## src/rtl/tick_tree_pkg.sv

```systemverilog
package tick_tree_pkg;
  localparam int unsigned NUM_CH  = 5;
  localparam int unsigned PRE_W   = 8;
  localparam int unsigned SEL_W   = 4;
  localparam int unsigned DIV_W   = 4;
  localparam int unsigned GRP0_CH = 2;  // channels below this use group 0

  localparam logic [SEL_W-1:0] SEL_EXT = SEL_W'(4);

  // terminal count for a select code; codes above 3 give the largest ratio
  function automatic logic [DIV_W-1:0] div_mask(input logic [SEL_W-1:0] code);
    logic [DIV_W-1:0] m;
    if (code < SEL_W'(DIV_W)) m = DIV_W'((1 << (code + 1)) - 1);
    else                      m = '1;
    return m;
  endfunction
endpackage

```

## src/rtl/tt_prescaler.sv

```systemverilog
module tt_prescaler #(
  parameter int unsigned W = 8
) (
  input  logic         clk_i,
  input  logic         rst_ni,
  input  logic [W-1:0] val_i,
  output logic         en_o
);
  logic [W-1:0] cnt_q;

  // >= keeps the period bounded when the value drops below the count
  assign en_o = (cnt_q >= val_i);

  always_ff @(posedge clk_i or negedge rst_ni) begin
    if (!rst_ni)   cnt_q <= '0;
    else if (en_o) cnt_q <= '0;
    else           cnt_q <= cnt_q + 1'b1;
  end
endmodule

```

## src/rtl/tt_divider.sv

```systemverilog
module tt_divider
  import tick_tree_pkg::*;
#(
  parameter int unsigned SW = SEL_W,
  parameter int unsigned DW = DIV_W
) (
  input  logic          clk_i,
  input  logic          rst_ni,
  input  logic          en_i,
  input  logic [SW-1:0] sel_i,
  output logic          tick_o
);
  logic [SW-1:0] sel_q;
  logic [DW-1:0] cnt_q;
  logic [DW-1:0] mask;
  logic          restart;
  logic          last;

  assign mask    = div_mask(sel_i);
  assign restart = (sel_i != sel_q);
  assign last    = en_i && (cnt_q == mask);
  assign tick_o  = last && !restart;

  always_ff @(posedge clk_i or negedge rst_ni) begin
    if (!rst_ni) begin
      sel_q <= '0;
      cnt_q <= '0;
    end else begin
      sel_q <= sel_i;
      if (restart)   cnt_q <= '0;
      else if (last) cnt_q <= '0;
      else if (en_i) cnt_q <= cnt_q + 1'b1;
    end
  end
endmodule

```

## src/rtl/tt_ext_sync.sv

```systemverilog
module tt_ext_sync (
  input  logic clk_i,
  input  logic rst_ni,
  input  logic ext_i,
  output logic rise_o
);
  logic s1_q, s2_q, s3_q;

  always_ff @(posedge clk_i or negedge rst_ni) begin
    if (!rst_ni) begin
      s1_q <= 1'b0;
      s2_q <= 1'b0;
      s3_q <= 1'b0;
    end else begin
      s1_q <= ext_i;
      s2_q <= s1_q;
      s3_q <= s2_q;
    end
  end

  assign rise_o = s2_q && !s3_q;
endmodule

```

## src/rtl/tick_tree.sv

```systemverilog
module tick_tree
  import tick_tree_pkg::*;
#(
  parameter int unsigned N_CH  = NUM_CH,
  parameter int unsigned P_W   = PRE_W,
  parameter int unsigned S_W   = SEL_W,
  parameter int unsigned G0_CH = GRP0_CH
) (
  input  logic               clk_i,
  input  logic               rst_ni,
  input  logic [2*P_W-1:0]   pre_cfg_i,
  input  logic [N_CH*S_W-1:0] sel_cfg_i,
  input  logic [1:0]         ext_tick_i,
  output logic [N_CH-1:0]    tick_o
);
  localparam int unsigned N_GRP = 2;

  logic [N_GRP-1:0] pre_en;
  logic [N_GRP-1:0] ext_rise;
  logic [N_CH-1:0]  src_tick;
  logic [N_CH-1:0]  tick_q;

  for (genvar g = 0; g < N_GRP; g++) begin : g_grp
    tt_prescaler #(.W(P_W)) u_pre (
      .clk_i (clk_i),
      .rst_ni(rst_ni),
      .val_i (pre_cfg_i[g*P_W +: P_W]),
      .en_o  (pre_en[g])
    );
    tt_ext_sync u_sync (
      .clk_i (clk_i),
      .rst_ni(rst_ni),
      .ext_i (ext_tick_i[g]),
      .rise_o(ext_rise[g])
    );
  end

  for (genvar c = 0; c < N_CH; c++) begin : g_ch
    localparam int unsigned GRP = (c < G0_CH) ? 0 : 1;
    logic [S_W-1:0] code;
    logic           div_tick;

    assign code = sel_cfg_i[c*S_W +: S_W];

    tt_divider #(.SW(S_W), .DW(DIV_W)) u_div (
      .clk_i (clk_i),
      .rst_ni(rst_ni),
      .en_i  (pre_en[GRP]),
      .sel_i (code),
      .tick_o(div_tick)
    );

    assign src_tick[c] = (code == S_W'(SEL_EXT)) ? ext_rise[GRP] : div_tick;
  end

  always_ff @(posedge clk_i or negedge rst_ni) begin
    if (!rst_ni) tick_q <= '0;
    else         tick_q <= src_tick;
  end

  assign tick_o = tick_q;
endmodule

```

## config.mk

```make
export PLATFORM = sky130hd
export DESIGN_NAME = tick_tree
export DESIGN_NICKNAME = d
export VERILOG_FILES = /design/src/rtl/tick_tree_pkg.sv /design/src/rtl/tt_prescaler.sv /design/src/rtl/tt_divider.sv /design/src/rtl/tt_ext_sync.sv /design/src/rtl/tick_tree.sv
export SDC_FILE = /design/constraint.sdc
export NUM_CORES = 1
export LEC_CHECK = 0
export BUFFER_PORTS_ARGS = -buffer_cell sky130_fd_sc_hd__buf_2
export CAP_MARGIN = 10
export CORE_ASPECT_RATIO = 0.75
export CORE_MARGIN = 4
export CORE_UTILIZATION = 45
export DETAILED_ROUTE_END_ITERATION = 16
export PLACE_DENSITY_LB_ADDON = 0.08
export SYNTH_ARGS = -nofsm -noshare
export SYNTH_HDL_FRONTEND = slang
export SYNTH_SLANG_ARGS = --single-unit
```

## constraint.sdc

```tcl
create_clock -name clk_i -period 3.02 [get_ports clk_i]
set_input_delay 0.302 -clock clk_i [delete_from_list [all_inputs] [get_ports clk_i]]
set_output_delay 0.302 -clock clk_i [all_outputs]
set_load 0.05 [all_outputs]
```

### Word-level counts from Yosys, hierarchy flattened

Cells that the tools add are included.

* add/subtract/negate cells: 17
* magnitude comparators: 7
* equality and inequality tests: 15
* shift operators: 5
* multiplexer cells: 27
* reductions and logical operators: 24

Operator list (number)
* $shl 1x32->4 const A: 5
* $mux 4: 20
* $add 4x1->5 const B: 5
* $add 4x1->4 const B: 5
* $eq 4x3->1 const B: 5
* $eq 4x4->1: 5
* $lt 4x3->1 const B: 5
* $ne 4x4->1: 5
* $sub 4x2->4 const B: 5
* $add 8x1->8 const B: 2
* $ge 8x8->1: 2
* $mux 8: 2
* $reduce_bool 3->1: 5
* $logic_and 1x1->1: 12
* $logic_not 1->1: 7
* $mux 1: 5

* register bits: 67
* bits of input ports: 40

### Logic depth before layout (Yosys ltp)

* depth after elaboration: 8
* mapped depth: 11
* gate-level depth less buffers: 10

### Hierarchy

From an unflattened synthesis, not the netlist that was laid out.

* cell total of the unflattened synthesis: 431
* area, all modules: 4498.1 um^2

By module, submodules not included
* tt_divider: instances 5, cells an instance 60, area each 590.6 um^2, seq. area each 200.2 um^2
* tt_prescaler: instances 2, cells an instance 54, area each 555.5 um^2, seq. area each 200.2 um^2
* tick_tree: instances 1, cells an instance 15, area each 256.5 um^2, seq. area each 125.1 um^2
* tt_ext_sync: instances 2, cells an instance 4, area each 88.8 um^2, seq. area each 75.1 um^2

### Worst setup path after synthesis

No wires, ideal clock.

* kind: in2reg
* start point: input port sel_cfg_i[8]
* end point: register g_ch[2].u_div.cnt_q[2]
* setup time: 138 ps
* arrival time: 2538 ps
* path slack: 344 ps
* stages: 10
* buffers on the path: 1
* path through: clkbuf_1 inv_1 ha_1 or3_1 ha_1 and2_1 o2111a_1 a211o_1 a2111oi_2 nor4_1

* cells in the longest elaborated chain, start to end: 8
* elaborated cells between the ends (all ways): 11

Ends and longest elaborated chain
* start, declared: RTL line tick_tree.sv:12 `input logic [N_CH*S_W-1:0] sel_cfg_i,`
* $add 4x1->5: RTL line tick_tree_pkg.sv:13 `if (code < SEL_W'(DIV_W)) m = DIV_W'((1 << (code + 1)) - 1);`
* $shl 1x32->4: RTL line tick_tree_pkg.sv:13
* $sub 4x2->4: RTL line tick_tree_pkg.sv:13
* $mux 4: RTL line tick_tree_pkg.sv:13
* $eq 4x4->1: RTL line tt_divider.sv:21 `assign last = en_i && (cnt_q == mask);`
* $logic_and 1x1->1: RTL line tt_divider.sv:21
* $mux 4: RTL line tt_divider.sv:31 `else if (last) cnt_q <= '0;`
* $mux 4: RTL line tt_divider.sv:30 `if (restart) cnt_q <= '0;`
* end signal, assigned: RTL line tt_divider.sv:32 `else if (en_i) cnt_q <= cnt_q + 1'b1;`
* end, declared: RTL line tt_divider.sv:14 `logic [DW-1:0] cnt_q;`

Parallel ways exist; a longest one is shown, timed or not.
A chain may end at the register's enable or synchronous reset.

### Worst setup path after layout

* start point: input port sel_cfg_i[8]
* end point: register g_ch[2].u_div.cnt_q[3]

The elaborated chain is that of the path after synthesis.

==> metrics.cfg <==
[logic_synthesis]
synth_warnings=0
synth_nets=570
async_flop_share_pct=100
ys.flop_type=dfrtp_1
ys_ff_latch=67
seq_area_frac_synth_pct=35.4
synth.distinct_cells=59
syn-instance-count=492
syn_area_per_cell_um2=9.61
synth-edff-count=0
syn_area_um2=4730

[route]
drc=0
drt-vias-per-instance=5.61
drtIter0Drc=261
wl_per_cell_um=15.2
routed_wl_um=10300
ant_nets=0
first_pass_iters=6
vias=3794

[min_path]
min_delay_path_depth=1
min_path_type=primary input to register
holdPathEnd=g_grp[1].u_sync.s1_q
holdCritStartpoint=ext_tick_i[1]

[outcome]
status=finished, final reports clean

[die]
die_y_um=96.8
rows=32
dieArea_um2=12200
ios=45
coreArea_um2=10300
die_w_um=126
initial_core_util_pct=46.0

[clock_network]
clockRootBuffer=clkbuf_16
cts-resized-gates=0
cts.path.max_buffers=2
cts_buffers=9
cts.sinks=67
clk_pin_slew_ns=0.06
cts_setup_buffers=0
hold_buffers=0
ctsHtreeMaxLevel=3
cts_tree=done
clock_latency_ns=0.34

[grt]
grt_overflow_total=0
grt_pass1_wl_um=17900
grt.total_usage_pct=17.8
antenna_found_initial=0
grt_pass1_vias=3634
grt_max_degree=41

[critical_path]
crit_arrival_ns=2.80
cp-start-kind=primary input
endpoint_kind=register
path_max_fanout=10
regToRegEndpoint=g_ch[4].u_div.cnt_q[2]
required_ns=3.23
r2r_setup_slack_ns=0.70
rr_startpoint=g_grp[1].u_pre.cnt_q[0]
crit_type=primary input to register
rr_worst_depth=8

[place]
place_hpwl_um=7740
dp_cells=660
portBuffers=44
gp_congestion=0.899

[sta]
period_minus_slack_ns=2.59
max_freq_mhz=386
hold_viol=0
fin_worst_skew_ns=0.0105
setup_viol=0
slew_violations=0
worst_pin_slew_ns=0.934
min_period_over_period_pct=85.9
tns_ns=0
rsz0062_at_grt=false
maxSlewHeadroom_pct=37.7

[cells_and_area]
regArea_um2=1680
drive_gt1_share_pct=16.3
instances_no_fill=676
fillers=954
final_nets=613
multiInputGateArea_um2=2830
synthToLayoutAreaGrowth_pct=14.7
diodes=0

[power]
ir_worst_vdd_uv=412
leakagePower_nw=2.44
pwr_density_cell_nw_per_um2=650

[job]
cap_violations=0

critical path, cell delays in order:
cell and delay (ns):
buf_2 0.19, ha_1 0.31, and3b_1 0.23, o21ai_0 0.11, or3_1 0.33, ha_1 0.25, and2_1 0.18, o2111a_1 0.12
a211o_1 0.30, a2111oi_2 0.37, nor4_1 0.12
layer usage:
metal | wire length (µm) | up-vias | part of all wire (%) | global-route usage [%]
met4 | 124 | 0 | 1.2 | 4.53
met2 | 4110 | 93 | 40 | 23.9
met1 | 5400 | 1772 | 53 | 27.6
li1 | - | 1918 | - | -
met5 | 0 | - | 0 | 0
met3 | 620 | 11 | 6.0 | 5.08
cells in the final DEF, fill, tap and decap left out, types with 9 or more instances in the layout:
master	n
nor4_1	13
nor2_1	36
a21oi_1	17
o21ai_0	18
clkbuf_16	9
nand3b_1	12
xor2_1	30
nor3_1	13
and3_1	10
o22ai_1	10
buf_2	44
nand3_1	20
nand2_1	24
dfrtp_1	67
xnor2_1	11
inv_1	29
ha_1	38
per-stage QoR:
step	worst slack (ns)	hold WS (ns)	utilization (%)	power (mW)	cell area [µm²]
finish	0.427	0.0717	52.7	3.53	5420
global route	0.219	0.0628	52.7	3.77	5420
CTS	0.432	0.0587	52.7	3.56	5420
detailed placement	0.0698	0.336	49.2	2.29	5060
global placement	0.152	0.334	49.2	2.26	5060
floorplan	0.344	0.00641	-	1.93	4730
synth_stat cells, types with 5 or more instances:
| library cell | n | area [µm²] |
|---|---|---|
| mux2i_1 | 8 | 80.1 |
| nor2_1 | 36 | 135 |
| nand4b_1 | 7 | 61.3 |
| a2111oi_2 | 5 | 75.1 |
| a31oi_1 | 5 | 31.3 |
| and4_1 | 5 | 43.8 |
| nor3b_1 | 5 | 37.5 |
| xnor2_1 | 11 | 96.3 |
| dfrtp_1 | 67 | 1680 |
| and3_1 | 10 | 62.6 |
| nor4_2 | 5 | 62.6 |
| nor2b_1 | 7 | 43.8 |
| nand2b_1 | 7 | 43.8 |
| nand3_1 | 20 | 100 |
| nand3b_1 | 12 | 90.1 |
| buf_2 | 10 | 50.1 |
| o21ai_0 | 18 | 90.1 |
| o22ai_1 | 10 | 62.6 |
| inv_1 | 29 | 109 |
| nand2_1 | 24 | 90.1 |
| o21a_1 | 6 | 45.0 |
| nor4_1 | 13 | 81.3 |
| nor3_1 | 13 | 65.1 |
| nand4_1 | 6 | 37.5 |
| ha_1 | 38 | 475 |
| xor2_1 | 30 | 263 |
| a21oi_1 | 17 | 85.1 |
flip-flops by register name, indices dropped and copies added (netlist names):
signal / count
g_ch.u_div.cnt_q: 20
g_ch.u_div.sel_q: 20
g_grp.u_pre.cnt_q: 16
g_grp.u_sync.s1_q: 2
g_grp.u_sync.s2_q: 2
g_grp.u_sync.s3_q: 2
tick_o: 5
where the power goes:
| part | total (mW) | switching (mW) | leakage, nW | internal, mW |
|---|---|---|---|---|
| Sequential | 1.16 | 0.134 | 0.856 | 1.02 |
| Combinational | 1.12 | 0.696 | 1.41 | 0.428 |
| Clock | 1.25 | 0.375 | 0.179 | 0.872 |
cells by family (layout without fill, tap and decap cells):
kind of cell	count (synthesis)	in the layout	share of synthesized area (%)
fa+ha+maj	38	38	10.1
xor+xnor	41	41	7.59
simple gates	187	187	24.2
flops	67	67	35.4
buf+inv	48	96	4.63
mux	8	8	1.69
compound gates	103	103	16.4
final cells by class:
cell class	instances	share of cell area [%]
timing repair buffer	51	5.03
clock buffer	12	4.91
inverter	29	2.01
multi-input combinational	377	52.2
sequential	67	30.9
tap	136	3.14
clock inverter	4	1.75
how the worst max path moves through the flow:
stage                             start                     end  slack, ns  depth (start not counted)
after floorplan            sel_cfg_i[8]  g_ch[2].u_div.cnt_q[2]       0.34                         10
after global placement     sel_cfg_i[8]  g_ch[2].u_div.cnt_q[2]       0.15                         11
after detailed placement   sel_cfg_i[8]  g_ch[2].u_div.cnt_q[3]       0.07                         11
after CTS                  sel_cfg_i[8]  g_ch[2].u_div.cnt_q[3]       0.43                         11
after global routing      sel_cfg_i[12]  g_ch[3].u_div.cnt_q[2]       0.22                         11
final                      sel_cfg_i[8]  g_ch[2].u_div.cnt_q[3]       0.43                         11
Power figures use the tool's default switching activity.
